**src/rtl/smb_slave_rx.sv**
```systemverilog
module smb_slave_rx #(
  parameter int DW   = 8,
  parameter int SYNC = 2
) (
  input  logic          clk,
  input  logic          rst_n,
  input  logic          scl_i,
  input  logic          sda_i,
  output logic          scl_oe,
  output logic          sda_oe,
  input  logic          inhibit,
  input  logic          hw_ack_en,
  input  logic [DW-2:0] own_addr,
  input  logic [DW-2:0] addr_mask,
  input  logic          ack_bit,
  input  logic          irq_clr,
  input  logic          dat_wr,
  output logic          irq,
  output logic          ack_req,
  output logic [DW-1:0] rx_data,
  output logic          active,
  output logic          tx_req
);
  localparam int CW = $clog2(DW + 1);

  typedef enum logic [2:0] {S_IDLE, S_SHIFT, S_WAIT, S_ACK, S_IGN} st_t;

  st_t            st;
  logic [SYNC-1:0] scl_s, sda_s;
  logic           scl_q, sda_q;
  logic [DW-1:0]  sr;
  logic [CW-1:0]  cnt;
  logic           is_addr, ack_drv, acc;

  wire scl = scl_s[SYNC-1];
  wire sda = sda_s[SYNC-1];
  wire start_det = scl & scl_q & sda_q & ~sda;
  wire stop_det  = scl & scl_q & ~sda_q & sda;
  wire rise      = scl & ~scl_q;
  wire fall      = ~scl & scl_q;
  wire match     = ((sr[DW-1:1] ^ own_addr) & addr_mask) == '0;

  assign scl_oe = irq;
  assign sda_oe = (st == S_ACK) & ack_drv;
  assign active = acc;

  always_ff @(posedge clk or negedge rst_n)
    if (!rst_n) begin
      scl_s <= '1; sda_s <= '1; scl_q <= 1'b1; sda_q <= 1'b1;
    end else begin
      scl_s <= {scl_s[SYNC-2:0], scl_i};
      sda_s <= {sda_s[SYNC-2:0], sda_i};
      scl_q <= scl;
      sda_q <= sda;
    end

  always_ff @(posedge clk or negedge rst_n)
    if (!rst_n) begin
      st <= S_IDLE; sr <= '0; cnt <= '0; is_addr <= 1'b0; ack_drv <= 1'b0;
      acc <= 1'b0; irq <= 1'b0; ack_req <= 1'b0; rx_data <= '0; tx_req <= 1'b0;
    end else if (stop_det) begin
      st <= S_IDLE; irq <= 1'b0; ack_req <= 1'b0; acc <= 1'b0; tx_req <= 1'b0;
    end else if (start_det) begin
      st <= inhibit ? S_IGN : S_SHIFT;
      cnt <= '0; is_addr <= 1'b1; irq <= 1'b0; ack_req <= 1'b0;
      acc <= 1'b0; tx_req <= 1'b0;
    end else begin
      if (dat_wr && acc) tx_req <= 1'b1;
      if (irq_clr) irq <= 1'b0;
      case (st)
        S_SHIFT:
          if (rise && cnt != CW'(DW)) begin
            sr  <= {sr[DW-2:0], sda};
            cnt <= cnt + 1'b1;
          end else if (fall && cnt == CW'(DW)) begin
            cnt     <= '0;
            rx_data <= sr;
            if (is_addr && (sr[0] || inhibit)) st <= S_IGN;
            else if (!hw_ack_en) begin
              irq <= 1'b1; ack_req <= 1'b1; st <= S_WAIT;
            end else begin
              ack_drv <= is_addr ? match : ack_bit;
              st      <= S_ACK;
            end
          end
        S_WAIT:
          if (irq_clr) begin
            ack_req <= 1'b0; ack_drv <= ack_bit; st <= S_ACK;
          end
        S_ACK:
          if (rise) cnt <= CW'(1);
          else if (fall && cnt == CW'(1)) begin
            cnt     <= '0;
            is_addr <= 1'b0;
            if (is_addr && !ack_drv) st <= S_IGN;
            else begin
              st <= S_SHIFT;
              if (is_addr) acc <= 1'b1;
              if (hw_ack_en) irq <= 1'b1;
            end
          end
        default: ;
      endcase
    end

  // the acknowledge request only appears in software mode, together with the interrupt
  a_r4_ackreq_sw_only: assert property (@(posedge clk) disable iff (!rst_n)
    $rose(ack_req) |-> (irq && !$past(hw_ack_en)));

  // an ignored transfer keeps the interrupt low
  a_r5_silent_ign: assert property (@(posedge clk) disable iff (!rst_n)
    (st == S_IGN) |-> !irq);

  // ACK is only driven for an address byte or in an accepted transfer
  a_r3_ack_scope: assert property (@(posedge clk) disable iff (!rst_n)
    sda_oe |-> (is_addr || acc));

  // a STOP returns the engine to idle
  a_r8_stop_clears: assert property (@(posedge clk) disable iff (!rst_n)
    stop_det |=> (st == S_IDLE && !irq && !acc));

  // a transmit request exists only for an accepted receiver
  a_r9_txreq_active: assert property (@(posedge clk) disable iff (!rst_n)
    tx_req |-> acc);

  // the interrupt (and clock hold) drops only on clear, START or STOP
  a_r10_irq_until_clear: assert property (@(posedge clk) disable iff (!rst_n)
    $fell(irq) |-> ($past(irq_clr) || $past(stop_det) || $past(start_det)));
endmodule

```
**config.mk**
```make
export PLATFORM = sky130hd
export DESIGN_NAME = smb_slave_rx
export DESIGN_NICKNAME = d
export VERILOG_FILES = /design/src/rtl/smb_slave_rx.sv
export SDC_FILE = /design/constraint.sdc
export NUM_CORES = 1
export LEC_CHECK = 0
export BUFFER_PORTS_ARGS = -buffer_cell sky130_fd_sc_hd__buf_2
export CAP_MARGIN = 25
export CORE_ASPECT_RATIO = 1.75
export CORE_UTILIZATION = 50
export DETAILED_ROUTE_END_ITERATION = 10
export PLACE_DENSITY = 0.7
export SKIP_LAST_GASP = 1
export SYNTH_ARGS = -nofsm -noshare
export SYNTH_HDL_FRONTEND = slang
export SYNTH_SLANG_ARGS = --single-unit
```
**constraint.sdc**
```tcl
create_clock -name clk -period 2.8 [get_ports clk]
set_input_delay 0.56 -clock clk [delete_from_list [all_inputs] [get_ports clk]]
set_output_delay 0.56 -clock clk [all_outputs]
set_load 0.01 [all_outputs]
```
==> results_dict.tcl <==
set metrics [dict create \
    root_buffer "clkbuf_8" \
    clkLatencyLatePin_ps 290 \
    routedWlPerCell_um 16.2 \
    drt-total-wl_um 4010 \
    dieArea_um2 4000 \
    grt_pass1_wl_um 6760 \
    rsz0062_at_grt "no" \
    final_layout_size_suffix_gt1_frac 0.366 \
    pin_count 37 \
    ctsHoldBuffers 0 \
    die_h_um 82.9 \
    required_ps 2240 \
    postCtsSetupBuffers 0 \
    grt_use_total 0.235 \
    cts.sinks 35 \
    multi_input_area_um2 922 \
    synth_area_leaders "dfrtp_1 39%, mux2_2 10%, dfstp_2 8.4%" \
    cap_violations 0 \
    regArea_um2 883 \
    tns_ps 0 \
    arrival_ps 1700 \
    drtIter0Drc 43 \
    syn_area_per_cell_um2 11.3 \
    drc 0 \
    netlist_instances 165 \
    numCtsBuffers 5 \
    cp-start-kind "flop" \
    status "finished clean" \
    synth_top_cell_area_share 0.388 \
    finalPower_mw 1.21 \
    vias_per_cell 5.91 \
    synth_top_area_cell "dfrtp_1" \
    grt_pass1_vias 1506 \
    min_period_ps 2260 \
    ant_nets 0 \
    pwr_density_cell_nw_per_um2 564 \
    grt_util_met2 0.387 \
    n_fill_cell 310 \
    yosys-top-cells-count "29 x dfrtp_1, 17 x mux2_2, 11 x nand2_1, 8 x xor2_1" \
    end_kind "output pin" \
    grt_util_met1 0.270 \
    antennaDiodeCount 0 \
    gr-usage-met3 0.0500 \
    synthArstFlopShare 1.00 \
    syn_to_final_growth_pct 14.4 \
    dpl_worst_slack_ps 782 \
    ys_seq_area_frac 0.473 \
    grt_max_degree 36 \
    rows 29 \
    timing.final.crit_share 0.808 \
    gr-total-overflow 0 \
    critPathMaxFanout 12 \
    final_util 0.595 \
    hp-class "input port to asynchronous set/reset pin" \
    dp_hpwl_um 2980 \
    reg2regPathDepth 6 \
    fp.dieW_um 48.2 \
    max_freq_ghz 0.442 \
    syn_area_um2 1870 \
    cts.clk_slew.worst_paths_ps 70 \
    ys_warn_count 0 \
    yosysMostFrequentCell "dfrtp_1" \
    postCtsResizedCells 0 \
    synth_enable_flop_cells 0 \
    leakage_nw 1.04 \
    setup_slack_ps 538 \
    antenna_found_initial 0 \
    synth_seq_cells 35 \
    skew_ps 5.07 \
    synth_ff_type "dfrtp_1" \
    r2r-start "cnt[1]$_DFFE_PN0P_" \
    gp_congestion 0.913 \
    num_vias 1465 \
    busiest_layer "met2" \
    final_hold_viol_count 0 \
    crit_start "st[1]$_DFFE_PN0P_" \
    core-area_um2 3590 \
    start_util 0.520 \
    critPathKind "flop to output pin" \
    finalSetupViolations 0 \
    io_buffers 36 \
    htreeDepth 2 \
    clk_path_buf_depth 2 \
    synth_nets 191 \
    fin_nets 227 \
    dr.pass1.iters 5 \
    slew_headroom 0.503 \
    cts_tree "done" \
    yosysUniqueCellTypes 49 \
    ir_worst_vdd_mv 0.381 \
    drv_slew 0 \
    worstMarginPinSlew_ps 746 \
]
## metal layers
layer	wire, um	vias up
met5	0	-
met4	100	0
met3	191	11
met2	2160	58
met1	1550	712
li1	-	684
## cell families (layout without fill, tap and decap cells)
logic type / after synthesis / after routing / share of synthesized area
adders and majority gates: 3 / 3 / 0.0201
buffers and inverters: 10 / 47 / 0.0341
muxes: 20 / 20 / 0.119
AOI/OAI and AO/OA: 34 / 34 / 0.129
and+or+nand+nor: 55 / 55 / 0.187
DFF: 35 / 35 / 0.473
xor gates and xnor gates: 8 / 8 / 0.0375
## report_power, final
group | leakage [nW] | switching, mW | internal, mW
combinational | 0.540 | 0.0971 | 0.114
sequential | 0.455 | 0.0830 | 0.560
clock | 0.0477 | 0.182 | 0.170
## flip-flops by register name, indices dropped and copies added (netlist names)
register	cells
sda_q	1
ack_req	1
scl_s	2
rx_data	8
tx_req	1
sr	8
active	1
is_addr	1
ack_drv	1
cnt	4
scl_q	1
st	3
sda_s	2
irq	1
## final timing paths
| check | end | slack (ps) |
|---|---|---|
| worst max-delay path | sda_oe | 540 |
| worst min-delay path | cnt[2]$_DFFE_PN0P_ | 330 |
| worst max register to register | st[0]$_DFFE_PN0P_ | 760 |
| worst min register to register | scl_s[1]$_DFF_PN1_ | 360 |
| max in group asynchronous | sr[7]$_DFFE_PN0P_ | 1990 |
| min in group clk | scl_s[1]$_DFF_PN1_ | 360 |
## through the flow
step,instance area [um^2],std cells,hold WS [ps]
final,2140,248,330
after detailed placement,2050,240,348
after global routing,2140,248,359
after global placement,2050,240,346
after CTS,2140,248,359
after floorplan,1870,165,264
## layout make-up
| class | instances | share of cell area |
|---|---|---|
| inverters | 3 | 0.00527 |
| clock buffers | 5 | 0.0322 |
| well taps | 46 | 0.0269 |
| clock inverters | 3 | 0.00702 |
| flip-flops and latches | 35 | 0.413 |
| multi-input cells | 120 | 0.431 |
| repair buffers | 36 | 0.0843 |
## critical path, stage by stage, from the launching register on
cell and delay (ps):
dfrtp_1 570, nor2b_1 440, and3_1 260, buf_2 140
## cell usage in the layout, fill, tap and decap left out, types with 2 or more instances in the layout
master and count:
a32o_1 2, nand4b_1 2, nand3_1 3, or3b_1 2, nand2b_1 6, a211o_1 2, nand2_1 11, xor2_1 8
mux2_2 17, nand3_2 2, a22oi_1 2, buf_2 36, nand3b_1 5, nor2b_1 4, mux2i_1 2, o21ai_0 7
dfstp_2 6, inv_1 3, a31oi_1 4, nor3_1 2, and3_1 2, clkinv_2 3, nor2_1 7, clkbuf_8 5
dfrtp_1 29, ha_1 3, a21oi_1 5
No activity file was read; power rests on OpenSTA's default activity.
